===== src/rtl/mixlen_seq_pkg.sv =====
package mixlen_seq_pkg;
   localparam int HALF_W = 16;
   localparam int INT_W  = 3;
   typedef enum logic {PH_FIRST = 1'b0, PH_SECOND = 1'b1} phase_t;
endpackage


===== src/rtl/mixlen_seq_asm.sv =====
module mixlen_seq_asm
   import mixlen_seq_pkg::*;
#(
   parameter int HW = HALF_W
)(
   input  logic            clk,
   input  logic            rst_n,
   input  logic            halted,
   input  logic [HW-1:0]   rdata,
   output logic            second_ph,
   output logic            first_long,
   output logic            done,
   output logic [2*HW-1:0] instr
);
   localparam int LEN_BIT = HW - 1;

   phase_t        phase_q;
   logic [HW-1:0] hold_q;

   always_comb begin
      second_ph  = (phase_q == PH_SECOND);
      first_long = !halted && !second_ph && rdata[LEN_BIT];
      done       = !halted && (second_ph || !rdata[LEN_BIT]);
      instr      = second_ph ? {hold_q, rdata} : {rdata, {HW{1'b0}}};
   end

   always_ff @(posedge clk) begin
      if (!rst_n) begin
         phase_q <= PH_FIRST;
         hold_q  <= '0;
      end else if (first_long) begin
         phase_q <= PH_SECOND;
         hold_q  <= rdata;
      end else if (second_ph) begin
         phase_q <= PH_FIRST;
      end
   end

   // the second half is always read right after a long first half
   p_second_follows_r3: assert property (@(posedge clk) disable iff (!rst_n)
      first_long |=> (second_ph && done));
endmodule


===== src/rtl/mixlen_seq_ip.sv =====
module mixlen_seq_ip #(
   parameter int AW = 16,
   parameter int TW = 32
)(
   input  logic          clk,
   input  logic          rst_n,
   input  logic          done,
   input  logic          second_ph,
   input  logic          jump_req,
   input  logic [TW-1:0] jump_tgt,
   output logic [AW-1:0] rom_addr
);
   logic [AW-1:0] ip_q;
   logic [AW-1:0] tgt_q;
   logic          pend_q;
   logic [AW-1:0] tgt_trim;
   logic [AW-1:0] seq_next;

   generate
      if (TW > AW) begin : g_trim
         logic unused_tgt_hi;
         assign unused_tgt_hi = ^jump_tgt[TW-1:AW];
         assign tgt_trim = jump_tgt[AW-1:0];
      end else if (TW == AW) begin : g_same
         assign tgt_trim = jump_tgt;
      end else begin : g_extend
         assign tgt_trim = {{(AW-TW){1'b0}}, jump_tgt};
      end
   endgenerate

   always_comb begin
      rom_addr = ip_q + AW'(second_ph);
      seq_next = ip_q + (second_ph ? AW'(2) : AW'(1));
   end

   always_ff @(posedge clk) begin
      if (!rst_n) begin
         ip_q   <= '0;
         tgt_q  <= '0;
         pend_q <= 1'b0;
      end else if (done) begin
         if (pend_q) begin
            ip_q   <= tgt_q;
            pend_q <= 1'b0;
         end else begin
            ip_q <= seq_next;
            if (jump_req) begin
               pend_q <= 1'b1;
               tgt_q  <= tgt_trim;
            end
         end
      end
   end

   // the read after a jump issue is the next sequential halfword
   p_slot_sequential_r4: assert property (@(posedge clk) disable iff (!rst_n)
      (done && jump_req && !pend_q) |=> (rom_addr == $past(rom_addr) + AW'(1)));
endmodule


===== src/rtl/mixlen_seq_halt.sv =====
module mixlen_seq_halt
   import mixlen_seq_pkg::*;
#(
   parameter int FIN_CODE = 1
)(
   input  logic             clk,
   input  logic             rst_n,
   input  logic             done,
   input  logic             int_req,
   input  logic [INT_W-1:0] int_num,
   output logic             halted
);
   always_ff @(posedge clk) begin
      if (!rst_n)
         halted <= 1'b0;
      else if (done && int_req && (int_num == INT_W'(FIN_CODE)))
         halted <= 1'b1;
   end

   // once stopped, stays stopped
   p_halt_sticky_r8: assert property (@(posedge clk) disable iff (!rst_n)
      halted |=> halted);
endmodule


===== src/rtl/mixlen_fetch_seq.sv =====
module mixlen_fetch_seq
   import mixlen_seq_pkg::*;
#(
   parameter int AW       = 16,
   parameter int TW       = 32,
   parameter int FIN_CODE = 1
)(
   input  logic             clk,
   input  logic             rst_n,
   output logic [AW-1:0]    rom_addr,
   input  logic [15:0]      rom_rdata,
   output logic             issue_valid,
   output logic [31:0]      issue_instr,
   input  logic             jump_req,
   input  logic [TW-1:0]    jump_target,
   input  logic             int_req,
   input  logic [2:0]       int_num,
   output logic             halt,
   output logic             align_err
);
   generate
      if (AW < 2 || AW > 16) begin : g_bad_aw
         $error("AW must be within 2..16");
      end
      if (TW < 1) begin : g_bad_tw
         $error("TW must be at least 1");
      end
      if (FIN_CODE < 0 || FIN_CODE >= (1 << INT_W)) begin : g_bad_fin
         $error("FIN_CODE must fit the interrupt number field");
      end
   endgenerate

   logic second_ph;
   logic first_long;
   logic done;

   mixlen_seq_asm #(.HW(HALF_W)) u_asm (
      .clk        (clk),
      .rst_n      (rst_n),
      .halted     (halt),
      .rdata      (rom_rdata),
      .second_ph  (second_ph),
      .first_long (first_long),
      .done       (done),
      .instr      (issue_instr)
   );

   mixlen_seq_ip #(.AW(AW), .TW(TW)) u_ip (
      .clk       (clk),
      .rst_n     (rst_n),
      .done      (done),
      .second_ph (second_ph),
      .jump_req  (jump_req),
      .jump_tgt  (jump_target),
      .rom_addr  (rom_addr)
   );

   mixlen_seq_halt #(.FIN_CODE(FIN_CODE)) u_halt (
      .clk     (clk),
      .rst_n   (rst_n),
      .done    (done),
      .int_req (int_req),
      .int_num (int_num),
      .halted  (halt)
   );

   assign issue_valid = done;
   assign align_err   = first_long && rom_addr[0];

   // nothing issues while stopped
   p_halt_quiet_r8: assert property (@(posedge clk) disable iff (!rst_n)
      halt |-> !issue_valid);
   // an empty issue cycle that is not a halt is followed by an issue
   p_gap_then_issue_r3: assert property (@(posedge clk) disable iff (!rst_n)
      (!issue_valid && !halt) |=> issue_valid);
   // a flagged instruction still completes in the next cycle
   p_err_completes_r10: assert property (@(posedge clk) disable iff (!rst_n)
      align_err |=> issue_valid);
endmodule


===== config.mk =====
export PLATFORM = sky130hd
export DESIGN_NAME = mixlen_fetch_seq
export DESIGN_NICKNAME = d
export VERILOG_FILES = /design/src/rtl/mixlen_seq_pkg.sv /design/src/rtl/mixlen_seq_asm.sv /design/src/rtl/mixlen_seq_ip.sv /design/src/rtl/mixlen_seq_halt.sv /design/src/rtl/mixlen_fetch_seq.sv
export SDC_FILE = /design/constraint.sdc
export NUM_CORES = 1
export LEC_CHECK = 0
export CAP_MARGIN = 10
export CORE_UTILIZATION = 48
export CTS_CLUSTER_SIZE = 25
export DETAILED_ROUTE_END_ITERATION = 12
export PLACE_DENSITY = 0.88
export REMOVE_ABC_BUFFERS = 1
export SLEW_MARGIN = 10
export SYNTH_ARGS = -nofsm -noshare
export SYNTH_HDL_FRONTEND = slang
export SYNTH_SLANG_ARGS = --single-unit

===== constraint.sdc =====
create_clock -name clk -period 7.1 [get_ports clk]
set_input_delay 1.065 -clock clk [delete_from_list [all_inputs] [get_ports clk]]
set_output_delay 1.065 -clock clk [all_outputs]
set_load 0.005 [all_outputs]

==> results of run 1 <==
[per-layer routing]
metal | vias to the layer above | track usage (%) | wire (um)
li1 | 1364 | - | -
met5 | - | 0 | 0
met2 | 140 | 39.41 | 3512
met1 | 1310 | 29.67 | 3112
met3 | 17 | 7.640 | 746
met4 | 0 | 9.821 | 170
[final timing paths]
kind              cells after the start          endpoint  slack (ns)              from
hold reg to reg                       2  u_asm.hold_q[13]        0.46  u_asm.hold_q[13]
hold / removal                        2  u_asm.hold_q[13]        0.46  u_asm.hold_q[13]
setup / recovery                      5         align_err        2.62     rom_rdata[15]
setup reg to reg                      9     u_ip.ip_q[14]        4.47   u_asm.second_ph
[layout make-up]
class	count	area [um^2]	share of cell area (%)
clock buffers	7	76.32	1.954
clock inverters	1	5.005	0.1281
inverters	10	37.54	0.9609
multi-input cells	260	1759	45.04
flip-flops and latches	51	1021	26.14
well taps	75	93.84	2.402
repair buffers	92	913.4	23.38
[metrics by stage]
stage               hold slack [ns]  instances
global placement             0.4384        488
finish                       0.4568        496
floorplan                    0.4329        321
CTS                          0.4606        496
global route                 0.4766        496
detailed placement           0.4482        488
[cell usage in the layout (no fill, tap or decap), types with 3 or more instances in the layout]
master / netlist / routed
xor2_1: 7 / 7
buf_4: 3 / 3
mux2i_1: 23 / 23
a22oi_1: 8 / 8
inv_2: 3 / 3
a21oi_1: 25 / 25
nor3_1: 5 / 5
mux2_2: 15 / 15
o221ai_1: 3 / 3
o22ai_1: 5 / 5
clkbuf_8: 0 / 5
nor4_1: 6 / 6
xnor2_1: 7 / 7
nor2b_1: 3 / 3
inv_1: 7 / 7
nor2_1: 33 / 33
nor3_2: 3 / 3
clkdlybuf4s50_1: 0 / 89
and2_1: 17 / 17
a31oi_1: 3 / 3
ha_1: 4 / 4
nand4_1: 6 / 6
nand3_1: 9 / 9
dfxtp_1: 51 / 51
nand2_1: 45 / 45
[registers in the layout, summed over array words and instances, names as in the netlist]
register	flops
u_asm.hold_q	16
u_asm.second_ph	1
u_halt.halted	1
u_ip.ip_q	16
u_ip.pend_q	1
u_ip.tgt_q	16
[worst register-to-register path: cells and delay by family (launching register included)]
kind,cells,cell delay (ns)
flops,1,0.32
simple gates,3,0.96
compound gates,1,0.17
fa+ha+maj,2,0.62
buf+inv,3,0.46
[synth_stat cells, types with 2 or more instances]
cell type | count | area [um^2]
xor2_1 | 7 | 61.31
nand2_1 | 45 | 168.9
mux2i_1 | 23 | 230.2
o21ai_0 | 2 | 10.01
nand4_1 | 6 | 37.54
a21oi_1 | 25 | 125.1
clkbuf_1 | 12 | 45.04
nor2b_1 | 3 | 18.77
nand3_1 | 9 | 45.04
mux2_2 | 15 | 168.9
dfxtp_1 | 51 | 1021
nor4_2 | 2 | 25.02
and2_1 | 17 | 106.4
a31oi_1 | 3 | 18.77
nor2_1 | 33 | 123.9
xnor2_1 | 7 | 61.31
nor4_4 | 2 | 42.54
buf_2 | 12 | 60.06
o22ai_1 | 5 | 31.28
nor4_1 | 6 | 37.54
o221ai_1 | 3 | 26.28
buf_4 | 3 | 22.52
ha_1 | 4 | 50.05
nor3_2 | 3 | 30.03
a22oi_1 | 8 | 60.06
inv_1 | 7 | 26.28
buf_6 | 2 | 22.52
nor3_1 | 5 | 25.02
inv_2 | 3 | 11.26
and3_1 | 2 | 12.51
[cells by family after synthesis]
kind of cell             synth area share (%)
multiplexers                            13.34
flip-flops                              34.13
AO/OA/AOI/OAI                           12.30
adder cells (fa/ha/maj)                 2.342
XOR/XNOR                                4.099
AND/OR/NAND/NOR                         26.73
buffers and inverters                   7.068
[where the power goes]
part | switching [mW] | internal, mW | leakage (nW) | total (mW)
combinational | 0.0676 | 0.0880 | 0.964 | 0.156
clock | 0.0942 | 0.0694 | 0.0422 | 0.164
sequential | 0.0187 | 0.304 | 0.417 | 0.323
total | 0.180 | 0.461 | 1.42 | 0.642
==> results.sh, run 1 <==
export IMPL_crit_chain="clkdlybuf4s50_1, nor2b_1, nand2_1, nor2_1, clkdlybuf4s50_1"
export IMPL_die_h_um=80.95
export IMPL_yosysSeqAreaShare_pct=34.13
export IMPL_postLayoutCellArea_um2=3906
export IMPL_cts_hold_buf=0
export IMPL_vias=2831
export IMPL_yosys_warnings=0
export IMPL_cp_num_buf_inv=2
export IMPL_synth_edf_count=0
export IMPL_core_area_um2=5956
export IMPL_dieWidth_um=80.95
export IMPL_clock_latency_ns=0.31
export IMPL_grt_antenna_before_repair=0
export IMPL_synth_distinct_cells=57
export IMPL_path_common_cell="clkdlybuf4s50_1"
export IMPL_grt_pass1_wl_um=12360
export IMPL_place_ws_ns=2.655
export IMPL_grt_pass1_vias=2681
export IMPL_track_usage_pct=24.29
export IMPL_wirelength_um=7541
export IMPL_antenna_cells=0
export IMPL_placed_cell_area_um2=3825
export IMPL_path_max_fanout=17
export IMPL_initial_core_util_pct=50.23
export IMPL_crit_path_start_kind="input port"
export IMPL_setup_ws_ns=2.620
export IMPL_setup_viol=0
export IMPL_power_density_nw_per_um2=164.3
export IMPL_async_flop_share_pct=0
export IMPL_fin_skew_ns=0.008091
export IMPL_critPathCaptureType="output port"
export IMPL_final_nets=480
export IMPL_status="finished, final reports clean"
export IMPL_slew_viol_final=0
export IMPL_drt_iter0_drc=189
export IMPL_ios=106
export IMPL_worst_slew_pin_slew_ns=0.6295
export IMPL_cpPeakStageDelay_ns=0.56
export IMPL_worstSetupPathType="input port to output port"
export IMPL_drv_cap=0
export IMPL_cp_data_arrival_time_ns=3.42
export IMPL_yosys_most_used_dff="dfxtp_1"
export IMPL_rows=28
export IMPL_cts_tree="yes"
export IMPL_cts_resized=0
export IMPL_relSlewSlack_pct=57.95
export IMPL_clock_path_buffers=2
export IMPL_final_min_clock_period_ns=4.480
export IMPL_grt_overflow=0
export IMPL_p_leak_nw=1.423
export IMPL_drc=0
export IMPL_post_cts_buffers=0
export IMPL_clk_pin_slew_ns=0.08
export IMPL_cp_top_family="simple AND/OR/NAND/NOR gates"
export IMPL_detail_route_wl_per_cell_um=15.20
export IMPL_netlist_instances=352
export IMPL_hold_path_class="register to register"
export IMPL_cts_sink_count=51
export IMPL_areaGrowthSynthToFinish_pct=30.57
export IMPL_synth_area_um2=2992
export IMPL_cts_buffers=5
export IMPL_die_area_um2=6552
export IMPL_viasPerCell=5.708
export IMPL_routabilityCongestion=0.8679
export IMPL_min_period_over_period_pct=63.10
export IMPL_fillCellCount=489
export IMPL_required_ns=6.03
export IMPL_ys_seq_elements=51
export IMPL_h_tree_depth=2
export IMPL_drtAntennaViolNets=0
export IMPL_dp_hpwl_um=5452
export IMPL_postLayoutCoreUtil_pct=65.59
export IMPL_grt_max_degree=49
export IMPL_port_buffers=89
export IMPL_dr_pass1_iters=5
export IMPL_drive_gt1_share_pct=10.21
export IMPL_setup_tns_ns=0
export IMPL_fmax_mhz=223.2
export IMPL_syn_avg_cell_area_um2=8.499
export IMPL_rsz0062_at_grt="false"
export IMPL_crit_slowest_cell="clkdlybuf4s50_1"
export IMPL_irDropWorstVdd_mv=0.09978
export IMPL_power_mw=0.6419
export IMPL_finalHoldViolCount=0
export IMPL_cts_root_buf="clkbuf_8"
(Power assumes the default switching activity.)
==> run 2, diff against run 1 <==
--- a/config.mk
+++ b/config.mk
@@ -6,10 +6,10 @@
 export NUM_CORES = 1
 export LEC_CHECK = 0
 export CAP_MARGIN = 10
-export CORE_UTILIZATION = 48
+export CORE_UTILIZATION = 45
 export CTS_CLUSTER_SIZE = 25
 export DETAILED_ROUTE_END_ITERATION = 12
-export PLACE_DENSITY = 0.88
+export PLACE_DENSITY = 0.83
 export REMOVE_ABC_BUFFERS = 1
 export SLEW_MARGIN = 10
 export SYNTH_ARGS = -nofsm -noshare
==> constraint.sdc (replaced) <==
create_clock -name clk -period 4.65 [get_ports clk]
set_input_delay 0.6975 -clock clk [delete_from_list [all_inputs] [get_ports clk]]
set_output_delay 0.6975 -clock clk [all_outputs]
set_load 0.005 [all_outputs]
==> run 2 against run 1 <==
Effect of this change: core utilization decreased by 4.0 points; largest cell class unchanged; clock power grew 70%; count of clock-buffer cells in the layout decreased by 2; sequential power rose by 53%; non-clock buffer count rose by 1; register-to-register slack lost 2.5 ns.
==> results.sh, run 2 (same netlist as run 1, synthesis figures left out) <==
export IMPL_vias=2767
export IMPL_p_leak_nw=1.435
export IMPL_cpPeakStageDelay_ns=0.56
export IMPL_relSlewSlack_pct=50.82
export IMPL_cp_num_buf_inv=3
export IMPL_irDropWorstVdd_mv=0.1663
export IMPL_final_common_cell="clkdlybuf4s50_1"
export IMPL_fin_skew_ns=0.006600
export IMPL_worstHoldStart="u_asm.hold_q[11]"
export IMPL_cp_data_arrival_time_ns=2.68
export IMPL_fin_hold_ws_ns=0.4594
export IMPL_track_usage_pct=21.95
export IMPL_grt_pass1_wl_um=12620
export IMPL_h_tree_depth=2
export IMPL_fillCellCount=554
export IMPL_crit_slowest_cell="clkdlybuf4s50_1"
export IMPL_path_max_fanout=17
export IMPL_dieWidth_um=83.54
export IMPL_seq_area_um2=1021
export IMPL_cts_hold_buf=0
export IMPL_drv_cap=0
export IMPL_path_depth=6
export IMPL_initial_core_util_pct=46.85
export IMPL_slew_viol_final=0
export IMPL_viasPerCell=5.545
export IMPL_status="finished, final reports clean"
export IMPL_grt_pass1_vias=2708
export IMPL_fin_cells=499
export IMPL_dr_pass1_iters=4
export IMPL_finalHoldViolCount=0
export IMPL_power_mw=1.010
export IMPL_min_period_over_period_pct=72.53
export IMPL_final_cell_mix="clkdlybuf4s50_1, dfxtp_1, nand2_1"
export IMPL_crit_chain="clkdlybuf4s50_1, nor2b_1, nand2_1, buf_4, nor2_1, clkdlybuf4s50_1"
export IMPL_wirelength_um=7545
export IMPL_cts_tree="yes"
export IMPL_reg2reg_from="u_asm.second_ph"
export IMPL_r2r_slack_ns=2.01
export IMPL_detail_route_wl_per_cell_um=15.12
export IMPL_die_h_um=83.54
export IMPL_rsz0062_at_grt="false"
export IMPL_dpl_cell_count=491
export IMPL_areaGrowthSynthToFinish_pct=31.37
export IMPL_cts_root_buf="clkbuf_8"
export IMPL_grt_antenna_before_repair=0
export IMPL_clock_latency_ns=0.31
export IMPL_critPathCaptureType="output port"
export IMPL_multiInputGateArea_um2=1759
export IMPL_crit_path_start_kind="input port"
export IMPL_hold_path_class="register to register"
export IMPL_final_nets=481
export IMPL_power_density_nw_per_um2=256.9
export IMPL_fmax_mhz=296.5
export IMPL_reg2reg_depth=9
export IMPL_cp_top_family="buffers and inverters"
export IMPL_post_cts_buffers=0
export IMPL_core_area_um2=6386
export IMPL_drive_gt1_share_pct=10.90
export IMPL_routabilityCongestion=0.8681
export IMPL_cts_buffers=5
export IMPL_drt_iter0_drc=221
export IMPL_ios=106
export IMPL_required_ns=3.95
export IMPL_rows=29
export IMPL_use_met1_pct=27.67
export IMPL_reg_top3="u_asm.hold_q x16, u_ip.ip_q x16, u_ip.tgt_q x16"
export IMPL_port_buffers=89
export IMPL_grt_max_degree=37
export IMPL_drtAntennaViolNets=0
export IMPL_cp_endpoint="align_err"
export IMPL_path_common_cell="clkdlybuf4s50_1"
export IMPL_cts_sink_count=51
export IMPL_global_route_usage_met2_pct=36.44
export IMPL_grt_overflow=0
export IMPL_die_area_um2=6978
export IMPL_setup_tns_ns=0
export IMPL_clock_path_buffers=2
export IMPL_dp_hpwl_um=5381
export IMPL_clk_pin_slew_ns=0.10
export IMPL_grt_most_used_layer="met2"
export IMPL_antenna_cells=0
export IMPL_worst_slew_pin_slew_ns=0.7368
export IMPL_grt_util_met3_pct=7.122
export IMPL_drc=0
export IMPL_cts_resized=0
export IMPL_crit_path_start="rom_rdata[15]"
export IMPL_final_min_clock_period_ns=3.373
export IMPL_setup_viol=0
export IMPL_r2r_end="u_ip.ip_q[6]"
export IMPL_worstSetupPathType="input port to output port"
-- run 2: changes by cell type in the layout (fill, tap and decap cells not counted) --
| cell | before | now |
|---|---|---|
| inv_6 | 0 | 3 |
| clkinv_2 | 1 | 0 |
| buf_4 | 3 | 4 |
| clkbuf_1 | 2 | 0 |
-- run 2: worst min path at each step --
stage,endpoint,slack (ns),cells past startpoint
after floorplan,u_asm.hold_q[0],0.43,2
after detailed placement,u_asm.hold_q[11],0.45,2
after global placement,u_asm.hold_q[11],0.44,2
after CTS,u_asm.hold_q[11],0.46,2
final,u_asm.hold_q[11],0.46,2
after global routing,u_asm.hold_q[12],0.48,2
-- run 2: layer usage --
layer | vias to the layer above | wire length [um]
met5 | - | 0
met4 | 0 | 68
met3 | 8 | 668
met2 | 121 | 3569
met1 | 1280 | 3238
li1 | 1358 | -
-- run 2: cell type report --
class	count	share of cell area, %
inverter	10	0.9551
multi-input combinational	260	44.76
timing repair buffer	93	23.43
sequential	51	25.98
tap	77	2.451
clock buffer	5	1.751
clock inverter	3	0.6686
-- run 2: power by group --
part           internal [mW]  total [mW]  switching (mW)
registers              0.464       0.493          0.0287
clock network          0.112       0.278           0.166
logic                  0.135       0.238           0.103
total                  0.712        1.01           0.298
-- run 2: worst min-delay path: stages (launching register included) --
cell and delay [ns]:
dfxtp_1 0.32, nand2_1 0.05, a21oi_1 0.05
-- run 2: metrics by stage --
| stage | utilization, % | setup WS, ns | instance area, um^2 |
|---|---|---|---|
| 3_3_place_gp | 60.05 | 1.270 | 3835 |
| 5_1_grt | 61.54 | 1.157 | 3930 |
| 3_5_place_dp | 60.05 | 1.265 | 3835 |
| 2_1_floorplan | - | 1.855 | 2818 |
| 6_report | 61.54 | 1.277 | 3930 |
| 4_1_cts | 61.54 | 1.253 | 3930 |
==> run 3, diff against run 2 <==
--- a/config.mk
+++ b/config.mk
@@ -6,10 +6,10 @@
 export NUM_CORES = 1
 export LEC_CHECK = 0
 export CAP_MARGIN = 10
-export CORE_UTILIZATION = 45
+export CORE_UTILIZATION = 41
 export CTS_CLUSTER_SIZE = 25
 export DETAILED_ROUTE_END_ITERATION = 12
-export PLACE_DENSITY = 0.83
+export PLACE_DENSITY = 0.8
 export REMOVE_ABC_BUFFERS = 1
 export SLEW_MARGIN = 10
 export SYNTH_ARGS = -nofsm -noshare
==> constraint.sdc (replaced) <==
create_clock -name clk -period 3.1 [get_ports clk]
set_input_delay 0.465 -clock clk [delete_from_list [all_inputs] [get_ports clk]]
set_output_delay 0.465 -clock clk [all_outputs]
set_load 0.005 [all_outputs]
==> run 3 against run 2 <==
Effect of this change: power increased by 49%; global-route usage decreased by 0.44 points; via count increased by 3.1%; count of clock-buffer cells in the layout unchanged; register-to-register slack got worse by 1.2 ns; design area increased by 1.3%; final cell count increased by 4.6%; first-iteration DRC count decreased by 0.45%; setup slack got worse by 1.0 ns; clock power increased by 45%; sequential share of layout area decreased by 0.33 points; core utilization decreased by 3.9 points; critical path type is now register to output port.
==> results.sh, run 3 (same netlist as run 1, synthesis figures left out) <==
export IMPL_grt_max_degree=36
export IMPL_fillCellCount=656
export IMPL_wirelength_um=7650
export IMPL_crit_path_start_kind="register"
export IMPL_grt_antenna_before_repair=0
export IMPL_r2r_end="u_ip.ip_q[6]"
export IMPL_fmax_mhz=348.9
export IMPL_vias=2853
export IMPL_min_period_over_period_pct=92.45
export IMPL_cp_num_buf_inv=1
export IMPL_final_nets=485
export IMPL_final_cell_mix="clkdlybuf4s50_1, dfxtp_1, nand2_1"
export IMPL_r2r_slack_ns=0.78
export IMPL_fin_hold_ws_ns=0.4612
export IMPL_grt_overflow=0
export IMPL_relSlewSlack_pct=44.61
export IMPL_track_usage_pct=21.52
export IMPL_post_cts_buffers=0
export IMPL_port_buffers=89
export IMPL_grt_pass1_vias=2720
export IMPL_setup_ws_ns=0.2340
export IMPL_reg2reg_depth=8
export IMPL_status="finished, final reports clean"
export IMPL_postLayoutCoreUtil_pct=57.63
export IMPL_cts_sink_count=51
export IMPL_cts_hold_buf=0
export IMPL_reg_top3="u_asm.hold_q x16, u_ip.ip_q x16, u_ip.tgt_q x16"
export IMPL_drv_cap=0
export IMPL_place_ws_ns=0.5601
export IMPL_power_density_nw_per_um2=377.8
export IMPL_initial_core_util_pct=43.32
export IMPL_worstHoldStart="u_asm.hold_q[7]"
export IMPL_antenna_cells=0
export IMPL_drtAntennaViolNets=0
export IMPL_core_area_um2=6907
export IMPL_cpPeakStageDelay_ns=0.51
export IMPL_dr_pass1_iters=5
export IMPL_crit_chain="ha_1, ha_1, nand3_1, or2_1, nor3_2, xor2_1, clkdlybuf4s50_1"
export IMPL_cts_buffers=5
export IMPL_grt_pass1_wl_um=12700
export IMPL_slew_viol_final=0
export IMPL_final_min_clock_period_ns=2.866
export IMPL_holdPathEnd="u_asm.hold_q[7]"
export IMPL_areaGrowthSynthToFinish_pct=33.04
export IMPL_setup_tns_ns=0
export IMPL_h_tree_depth=2
export IMPL_reg2reg_from="u_asm.second_ph"
export IMPL_die_h_um=87.42
export IMPL_dieWidth_um=87.42
export IMPL_drc=0
export IMPL_cts_root_buf="clkbuf_8"
export IMPL_viasPerCell=5.466
export IMPL_rows=30
export IMPL_clk_pin_slew_ns=0.10
export IMPL_fin_skew_ns=0.01011
export IMPL_required_ns=2.63
export IMPL_power_mw=1.504
export IMPL_irDropWorstVdd_mv=0.2086
export IMPL_routabilityCongestion=0.8371
export IMPL_detail_route_wl_per_cell_um=14.66
export IMPL_hold_path_cell_count=2
export IMPL_path_common_cell="ha_1"
export IMPL_critPathCaptureType="output port"
export IMPL_path_max_fanout=5
export IMPL_clock_path_buffers=2
export IMPL_dp_hpwl_um=5616
export IMPL_cp_top_family="simple AND/OR/NAND/NOR gates"
export IMPL_drive_gt1_share_pct=11.74
export IMPL_crit_slowest_cell="clkdlybuf4s50_1"
export IMPL_rsz0062_at_grt="false"
export IMPL_final_common_cell="clkdlybuf4s50_1"
export IMPL_cp_data_arrival_time_ns=2.40
export IMPL_ios=106
export IMPL_finalHoldViolCount=0
export IMPL_cts_tree="yes"
export IMPL_worstSetupPathType="register to output port"
export IMPL_p_leak_nw=1.454
export IMPL_drt_iter0_drc=220
export IMPL_cts_resized=0
export IMPL_worst_slew_pin_slew_ns=0.8299
export IMPL_setup_viol=0
export IMPL_die_area_um2=7642
export IMPL_hold_path_class="register to register"
export IMPL_clock_latency_ns=0.31
-- run 3: changes by cell type in the layout (fill, tap and decap cells not counted), sizes merged --
| cell | previous run | this run |
|---|---|---|
| buf | 4 | 8 |
| clkinv | 0 | 1 |
| inv | 13 | 12 |
-- run 3: worst max-delay path by stage --
stage / startpoint / to / slack (ns) / depth (start not counted)
after floorplan: u_asm.second_ph / u_ip.ip_q[6] / 0.51 / 6
after global placement: u_asm.second_ph / rom_addr[14] / 0.61 / 7
after detailed placement: u_ip.ip_q[0] / rom_addr[14] / 0.56 / 7
after CTS: u_asm.second_ph / rom_addr[14] / 0.21 / 7
after global routing: u_asm.second_ph / rom_addr[14] / 0.05 / 7
final: u_ip.ip_q[0] / rom_addr[14] / 0.23 / 7
-- run 3: tightest hold or removal path, cell delays in order (launching register included) --
cell and delay (ns):
dfxtp_1 0.32, nand2_1 0.05, a21oi_1 0.05
-- run 3: where the power goes --
group	total, mW	leakage, nW	internal [mW]	switching (mW)
Sequential	0.740	0.417	0.697	0.0430
Combinational	0.362	0.988	0.206	0.155
Clock	0.402	0.0489	0.164	0.239
-- run 3: cell type report --
| type | count | area [um^2] | share of cell area [%] |
|---|---|---|---|
| clock buffer | 5 | 68.82 | 1.729 |
| sequential | 51 | 1021 | 25.65 |
| inverter | 10 | 37.54 | 0.9431 |
| multi-input combinational | 260 | 1759 | 44.20 |
| tap | 96 | 120.1 | 3.018 |
| clock inverter | 3 | 22.52 | 0.5659 |
| timing repair buffer | 97 | 950.9 | 23.89 |
-- run 3: through the flow --
stage / area (um^2) / std cells
2_1_floorplan: 2818 / 321
4_1_cts: 3980 / 522
6_report: 3980 / 522
3_5_place_dp: 3889 / 514
3_3_place_gp: 3889 / 514
5_1_grt: 3980 / 522
-- run 3: layer usage --
| metal | share of wire [%] | global-route usage (%) | vias to the layer above |
|---|---|---|---|
| met4 | 2.1 | 6.110 | 0 |
| li1 | - | - | 1375 |
| met5 | 0 | 0 | - |
| met3 | 10 | 7.299 | 19 |
| met2 | 47 | 35.30 | 142 |
| met1 | 41 | 26.76 | 1317 |
